==> src/rtl/ictr_pkg.sv <==
package ictr_pkg;

  typedef struct packed {
    logic load;     // capture new count and mode
    logic restart;  // gate-triggered restart of the period
    logic advance;  // one tick of counting
  } strobe_t;

  function automatic logic [2:0] normMode(input logic [2:0] m);
    return (m > 3'd5) ? (m - 3'd4) : m;
  endfunction

  function automatic logic isRetrig(input logic [2:0] m);
    return (m == 3'd1) || (m == 3'd2) || (m == 3'd3) || (m == 3'd5);
  endfunction

  function automatic logic isGated(input logic [2:0] m);
    return (m == 3'd0) || (m == 3'd4);
  endfunction

  function automatic logic isPeriodic(input logic [2:0] m);
    return (m == 3'd2) || (m == 3'd3);
  endfunction

endpackage

==> src/rtl/ictr_gate_sync.sv <==
module ictr_gate_sync #(
  parameter int   STAGES = 2,
  parameter logic INIT   = 1'b1
) (
  input  logic clk,
  input  logic rstN,
  input  logic din,
  output logic dout
);
  logic [STAGES-1:0] chain;

  genvar i;
  generate
    for (i = 0; i < STAGES; i++) begin : g_stage
      always_ff @(posedge clk or negedge rstN) begin
        if (!rstN) chain[i] <= INIT;
        else if (i == 0) chain[i] <= din;
        else chain[i] <= chain[(i == 0) ? 0 : i-1];
      end
    end
  endgenerate

  assign dout = chain[STAGES-1];
endmodule

==> src/rtl/ictr_ctrl.sv <==
module ictr_ctrl
  import ictr_pkg::*;
#(
  parameter int   SYNC_STAGES = 2,
  parameter logic GATE_INIT   = 1'b1
) (
  input  logic          clk,
  input  logic          rstN,
  input  logic          gateIn,
  input  logic          loadStb,
  input  logic [2:0]    mode,
  output strobe_t       strb,
  output logic [2:0]    modeReg
);
  logic gateLvl;
  logic gatePrev;
  logic gateRise;

  ictr_gate_sync #(.STAGES(SYNC_STAGES), .INIT(GATE_INIT)) u_sync (
    .clk  (clk),
    .rstN (rstN),
    .din  (gateIn),
    .dout (gateLvl)
  );

  always_ff @(posedge clk or negedge rstN) begin
    if (!rstN) begin
      gatePrev <= GATE_INIT;
      modeReg  <= 3'd0;
    end else begin
      gatePrev <= gateLvl;
      if (loadStb) modeReg <= normMode(mode);
    end
  end

  assign gateRise = gateLvl & ~gatePrev;

  always_comb begin
    strb.load    = loadStb;
    strb.restart = gateRise && isRetrig(modeReg);
    strb.advance = isGated(modeReg) ? gateLvl : 1'b1;
  end
endmodule

==> src/rtl/ictr_datapath.sv <==
module ictr_datapath
  import ictr_pkg::*;
#(
  parameter int CNT_W = 16
) (
  input  logic             clk,
  input  logic             rstN,
  input  strobe_t          strb,
  input  logic [2:0]       modeReg,
  input  logic [CNT_W-1:0] loadVal,
  output logic             outSig,
  output logic [CNT_W-1:0] curCount
);
  localparam int EXT_W = CNT_W + 1;
  localparam logic [EXT_W-1:0] FULL = EXT_W'(1) << CNT_W;

  logic [EXT_W-1:0] nReg;     // period, 1 .. 2^CNT_W
  logic [EXT_W-1:0] eReg;     // elapsed ticks (mod N when periodic, saturating at N+1 otherwise)
  logic [CNT_W-1:0] cntReg;   // free-running down count for one-shot modes
  logic             wrapped;  // a periodic boundary has been crossed since the last start

  logic [EXT_W-1:0] eNext;
  logic [EXT_W:0]   dbl;
  logic [EXT_W:0]   fold;
  logic [EXT_W-1:0] rateCnt;
  logic [EXT_W-1:0] sqCnt;
  logic [EXT_W-1:0] halfN;

  assign eNext = eReg + EXT_W'(1);

  always_ff @(posedge clk or negedge rstN) begin
    if (!rstN) begin
      nReg    <= FULL;
      eReg    <= '0;
      cntReg  <= '0;
      wrapped <= 1'b0;
    end else if (strb.load) begin
      nReg    <= (loadVal == '0) ? FULL : {1'b0, loadVal};
      eReg    <= '0;
      cntReg  <= loadVal;
      wrapped <= 1'b0;
    end else if (strb.restart) begin
      eReg    <= '0;
      cntReg  <= nReg[CNT_W-1:0];
      wrapped <= 1'b0;
    end else if (strb.advance) begin
      cntReg <= cntReg - CNT_W'(1);
      if (isPeriodic(modeReg)) begin
        if (eNext == nReg) begin
          eReg    <= '0;
          wrapped <= 1'b1;
        end else begin
          eReg <= eNext;
        end
      end else if (eReg <= nReg) begin
        eReg <= eNext;
      end
    end
  end

  // square-wave view: twice the phase, folded back into one period
  assign dbl     = {eReg, 1'b0};
  assign fold    = (dbl >= {1'b0, nReg}) ? (dbl - {1'b0, nReg}) : dbl;
  assign sqCnt   = nReg - fold[EXT_W-1:0];
  assign rateCnt = nReg - eReg;
  assign halfN   = (nReg + EXT_W'(1)) >> 1;

  always_comb begin
    unique case (modeReg)
      3'd0:    outSig = (eReg >= nReg);
      3'd1:    outSig = (eReg < nReg);
      3'd2:    outSig = wrapped && (eReg == '0);
      3'd3:    outSig = (eReg < halfN);
      default: outSig = (eReg == nReg);
    endcase
  end

  always_comb begin
    unique case (modeReg)
      3'd2:    curCount = rateCnt[CNT_W-1:0];
      3'd3:    curCount = sqCnt[CNT_W-1:0];
      default: curCount = cntReg;
    endcase
  end
endmodule

==> src/rtl/interval_counter.sv <==
module interval_counter
  import ictr_pkg::*;
#(
  parameter int   CNT_W       = 16,
  parameter int   SYNC_STAGES = 2,
  parameter logic GATE_INIT   = 1'b1
) (
  input  logic             clk,
  input  logic             rstN,
  input  logic             gateIn,
  input  logic             loadStb,
  input  logic [CNT_W-1:0] loadVal,
  input  logic [2:0]       mode,
  output logic             outSig,
  output logic [CNT_W-1:0] curCount
);
  strobe_t    strb;
  logic [2:0] modeReg;

  ictr_ctrl #(.SYNC_STAGES(SYNC_STAGES), .GATE_INIT(GATE_INIT)) u_ctrl (
    .clk     (clk),
    .rstN    (rstN),
    .gateIn  (gateIn),
    .loadStb (loadStb),
    .mode    (mode),
    .strb    (strb),
    .modeReg (modeReg)
  );

  ictr_datapath #(.CNT_W(CNT_W)) u_dp (
    .clk      (clk),
    .rstN     (rstN),
    .strb     (strb),
    .modeReg  (modeReg),
    .loadVal  (loadVal),
    .outSig   (outSig),
    .curCount (curCount)
  );
endmodule

==> config.mk <==
export PLATFORM = sky130hd
export DESIGN_NAME = interval_counter
export DESIGN_NICKNAME = d
export VERILOG_FILES = /design/src/rtl/ictr_pkg.sv /design/src/rtl/ictr_gate_sync.sv /design/src/rtl/ictr_ctrl.sv /design/src/rtl/ictr_datapath.sv /design/src/rtl/interval_counter.sv
export SDC_FILE = /design/constraint.sdc
export NUM_CORES = 1
export LEC_CHECK = 0
export BUFFER_PORTS_ARGS = -buffer_cell sky130_fd_sc_hd__buf_4
export CAP_MARGIN = 10
export CORE_MARGIN = 5
export CORE_UTILIZATION = 23
export CTS_CLUSTER_DIAMETER = 30
export DETAILED_ROUTE_END_ITERATION = 8
export GPL_TIMING_DRIVEN = 1
export PLACE_DENSITY_LB_ADDON = 0.25
export SYNTH_ARGS = -nofsm -noshare
export SYNTH_HDL_FRONTEND = slang
export SYNTH_SLANG_ARGS = --single-unit
==> constraint.sdc <==
create_clock -name clk -period 8.8 [get_ports clk]
set_input_delay 0.88 -clock clk [delete_from_list [all_inputs] [get_ports clk]]
set_output_delay 0.88 -clock clk [all_outputs]
set_load 0.05 [all_outputs]
# Word-level counts from Yosys, hierarchy flattened
# Cells that the tools add are included.
# op_classes
addsub	7
order_cmp	6
eq_ne	7
n_mux	20
n_bitwise	2
reduce_logical	16
# op_table
operator	n
$mux 17	7
$mux 16	4
$sub 16x16->16	3
$add 17x1->17 const B	2
$eq 17x17->1	2
$pmux 16 s2	1
$ge 18x17->1	1
$ge 17x17->1	1
$le 17x17->1	1
$logic_not 17->1	1
$lt 17x16->1	1
$lt 17x17->1	1
$logic_not 16->1	1
$sub 16x1->16 const B	1
$reduce_bool 3->1	3
$eq 3x2->1 const B	2
$eq 3x3->1 const B	2
$mux 1	6
$logic_or 1x1->1	5
$pmux 1 s4	1
$reduce_bool 4->1	1
$eq 3x1->1 const B	1
$gt 3x3->1 const B	1
$logic_not 3->1	1
7 further kinds	8
# word_totals
ff_bits	57
input_bits	23
out_inout_bits	17
word_cells	66

# Logic depth before layout (Yosys ltp)
# logic_depth
ltp_word	7
ltp_mapped	24
depth_no_buf	22

# Hierarchy
# From an unflattened synthesis, not the netlist that was laid out.
# hier_totals
cells_unflattened	808
area_unflattened_um2	6488.7
# modules_own_cells
mod	instances	cells_per_inst	area_each_um2	seq_area_each_um2
ictr_datapath	1	791	6253.5	1277.5
ictr_ctrl	1	15	182.7	101.3
ictr_gate_sync	1	2	52.6	52.6

# Worst setup path after synthesis
# OpenSTA, ideal clock, no wires.
# synth_path
path_type	register to output
start	register u_dp.nReg[1]
end	output port curCount[10]
arrival_time_ns	5.386
required_ns	7.920
path_slack_ns	2.534
stages_incl_launch_ff	25
path_buffers	2
cell_sequence	dfrtp_1 clkbuf_1 inv_1 ha_1 ha_1 nand2_1 or3b_1 o211ai_1 a21oi_1 o211ai_2 clkbuf_1 nand2_1 o21ai_0 ha_1 inv_1 fa_1 a21o_1 a21oi_1 o21bai_1 a21oi_1 o21ai_0 a21o_1 a21oi_1 xor2_1 o21ai_0
# synth_via
elab_chain_cells	4
word_cells_on_any_way	6
# synth_rtl
element	line_no	source
start: declaration	ictr_datapath.sv:17	logic [EXT_W-1:0] nReg;
start signal: assignment	ictr_datapath.sv:38	nReg <= (loadVal == '0) ? FULL : {1'b0, loadVal};
$sub 16x16->16 / $ge 18x17->1 (equally long branches)	ictr_datapath.sv:63	assign fold = (dbl >= {1'b0, nReg}) ? (dbl - {1'b0, nReg}) : dbl;
$mux 16	ictr_datapath.sv:63	
$sub 16x16->16	ictr_datapath.sv:64	assign sqCnt = nReg - fold[EXT_W-1:0];
$pmux 16 s2 *	ictr_datapath.sv:79	unique case (modeReg)
end: declaration	interval_counter.sv:15	output logic [CNT_W-1:0] curCount
# Mark *: on every way between the ends. The rest lies on a longest branch, timed or not.

# Worst setup path after layout
# layout_path
start	register u_dp.nReg[1]
end	output port curCount[14]
# Same word-level chain as after synthesis.

==> metrics.md <==
| Metric | Value |
|---|---|
| Final WL | 20.9 mm |
| PostCTS Resize Cnt | 0 |
| Routed wire length per instance | 17.2 um |
| Number of global-route vias before repair | 5985 |
| Final HPWL DP | 16.4 mm |
| RSZ-0062 raised after global routing | false |
| Slew HR | 0.343 |
| Detail Route Antenna Nets | 0 |
| Core area | 27600 um^2 |
| Die area | approximately 31000 um^2 |
| Vias | between 5k and 6k |
| CTS max path bufs | 2 |
| Met3 Use GR | 0.0207 |
| Met2 usage | 0.224 |
| Placed cell area | 7010 um^2 |
| Final Hold Vio Count | 0 |
| DR vias/cell | 4.89 |
| Syn_area_per_cell | a little under 8 um^2 |
| Slowest-stage cell, CP | o211ai_2 |
| Worst path arrival time | 5950 ps |
| Pwr Total | between 0.001 and 0.0015 W |
| Clk_skew | 8.32 ps |
| Area Overhead vs Synth | 14.2% |
| Crit Path Category | register to output port |
| Number of fill cells | 3101 |
| Syn nets | 919 |
| Grt ovf | 0 |
| IO Pins | 40 |
| Chip height | 177 um |
| Syn Inst Count | 826 |
| Cell breakdown of the critical path | inv_1, ha_1, ha_1, nand2_1, or3b_1, o211ai_1, a21oi_1, o211ai_2, nand2_1, o21ai_0, ha_1, inv_1, fa_1, a21o_1, a21oi_1, o21bai_1, a21oi_1, o21ai_0, nand4_1, a41oi_1, a211o_1, o211ai_1, buf_4 |
| CTS clock-pin slew for the worst setup and hold paths | 60 ps |
| CP Capture Type | output port |
| Root Driver | clkbuf_16 |
| Actual slew at the worst max-slew pin | approximately 980 ps |
| Tmin final | 6830 ps |
| Initial DRC count | 296 |
| Antenna Cells | 0 |
| Starting density of the core | 0.231 |
| I/O Buffers | 39 |
| Die W | 177 um |
| Delay-heaviest family, CP | compound AO/OA/AOI/OAI gates |
| Initial antenna violation count | 0 |
| M1 GR Usage | 0.186 |
| Outcome | finished, final reports clean |
| Peak supply drop | ~0.088 mV |
| Sequential cell area | between 1000 and 1500 um^2 |
| YS warnings | 0 |
| Pwr per Cell Area | ~150 nW/um^2 |
| NumNets Final | between 900 and 1k |
| Post-Syn Area | 6390 um^2 |
| First-pass GRT wire length | about 33 mm |
| Worst skew pair latency | 340 ps |
| Number of flops mapped to enable cells by yosys | 0 |
| FMAX | 146 MHz |
| Multi-input logic area | 4610 um^2 |
| Slew Viols, Final | 0 |
| Tot GR Track Use | 0.136 |
| Post-route clock period utilization | 0.776 |
| Num CTS Buffers | 9 |
| Yosys cell types | 67 |
| Leak | 3.11 nW |
| CTS sink cnt | between 50 and 60 |
| CP max FO | 18 |
| Top Usage Layer GRT | met2 |
| CTS tree | done |
| CTS Hold Bufs | 0 |
| Worst EP required | 7920 ps |
| Final setup vio count | 0 |
| Max H-tree Level | 3 |
| Largest net degree at the start of global routing | 64 |
| DRC errors left | 0 |
| Layout cells sized above 1 | 0.0985 |
| Crit path launch type | register |
| Drt pass-1 iters | 5 |
| Row count | 61 |
| Critical Path Max Stage Delay | 740 ps |
| Maxcap violations | 0 |
| Setup TNS | 0 ps |
| WP buf/inv | 3 |
| Async S/R FF share, synth | 1.00 |
| HP Class | register to register |
| Setup Fix Bufs, Post-CTS | 0 |
| RePlAce Congestion | 0.875 |
| Post-synthesis register bit count | 57 |
| Seq/Total Area, Yosys | 0.224 |
| Design Area, Final | 7290 um^2 |
| Top FF cell, synth | dfrtp_1 |
==> cells in the mapped netlist, drive strengths merged (12+ instances only) <==
cell type | number | area (um^2)
a21o | 28 | 210
a21oi | 69 | 345
buf | 14 | 85.1
clkbuf | 32 | 120
dfrtp | 53 | 1330
ha | 68 | 851
inv | 39 | 146
mux2i | 13 | 130
nand2 | 77 | 294
nand2b | 18 | 113
nand3 | 22 | 115
nand4 | 12 | 75.1
nor2 | 55 | 211
nor3 | 33 | 176
nor4 | 20 | 125
o21ai | 94 | 470
xnor2 | 53 | 464
xor2 | 16 | 140
==> worst register-to-register path, delay by kind of cell, from the launching register on <==
kind	cells	cell delay (ps)
AND/OR/NAND/NOR	5	1760
AO/OA/AOI/OAI	3	820
flip-flops	1	720
XOR/XNOR	1	380
==> final cells by class <==
type	instances	share of cell area
tap	378	0.0648
multi-input combinational	684	0.632
clock buffer	12	0.0324
inverter	39	0.0201
sequential	57	0.196
timing repair buffer	47	0.0484
clock inverter	4	0.00617
==> final timing paths <==
| kind | startpoint | endpoint | slack [ps] | cells after the start |
|---|---|---|---|---|
| min | u_ctrl.u_sync.chain[0]$_DFF_PN1_ | u_ctrl.u_sync.dout$_DFF_PN1_ | 360 | 0 |
| max | u_dp.nReg[1]$_DFFE_PN0P_ | curCount[14] | 1970 | 23 |
| max reg2reg | u_dp.eReg[8]$_DFFE_PN0P_ | u_dp.eReg[5]$_DFFE_PN0P_ | 4970 | 9 |
| max in group asynchronous | rstN | u_dp.nReg[2]$_DFFE_PN0P_ | 7610 | 1 |
| min reg2reg | u_ctrl.u_sync.chain[0]$_DFF_PN1_ | u_ctrl.u_sync.dout$_DFF_PN1_ | 360 | 0 |
| min in group asynchronous | rstN | u_dp.nReg[14]$_DFFE_PN0P_ | 640 | 1 |
==> state kept, by name, indices dropped and copies added (netlist names) <==
signal and cells:
u_dp.wrapped 1, u_dp.cntReg 16, u_ctrl.gatePrev 1, u_ctrl.modeReg 3, u_ctrl.u_sync.chain 1, u_dp.nReg 17
u_dp.eReg 17, u_ctrl.u_sync.dout 1
==> cell families (layout without fill, tap and decap cells) <==
group           count (synthesis)  in the layout  synth area share
simple gates                  278            278             0.220
compound gates                249            249             0.236
buf+inv                        85            102            0.0551
fa+ha+maj                      70             70             0.139
xor+xnor                       70             70            0.0982
flops                          57             57             0.224
mux                            17             17            0.0274
==> placed cells by master (no fill, tap or decap), drive strengths merged, types with 7 or more instances in the layout <==
master  Yosys  routed
o21ai      94      94
nand2      77      77
a21oi      69      69
ha         68      68
nor2       55      55
xnor2      53      53
dfrtp      53      53
buf        14      47
inv        39      39
nor3       33      33
a21o       28      28
nand3      22      22
nor4       20      20
nand2b     18      18
xor2       16      16
mux2i      13      13
nand4      12      12
clkbuf     32      12
a211oi     11      11
and3        9       9
o21a        7       7
==> power breakdown <==
part           leakage (nW)  switching [W]  internal [W]
combinational          2.26       0.000248      0.000149
sequential            0.717      0.0000418      0.000285
clock                 0.140       0.000137      0.000218
==> per-layer routing <==
metal | vias up | part of all wire | wire length, um
met3 | 23 | 0.029 | 614
met5 | - | 0 | 0
met1 | 2830 | 0.48 | 10100
li1 | 3008 | - | -
met2 | 115 | 0.47 | 9780
met4 | 0 | 0.019 | 408
==> metrics by stage <==
step	hold WS, ps	util	worst slack [ps]	instances
after floorplan	345	-	2530	826
after global placement	347	0.254	2390	1205
after detailed placement	357	0.254	2240	1205
after CTS	365	0.264	1860	1221
after global routing	368	0.264	1460	1221
final	362	0.264	1970	1221
(Power assumes the default switching activity.)
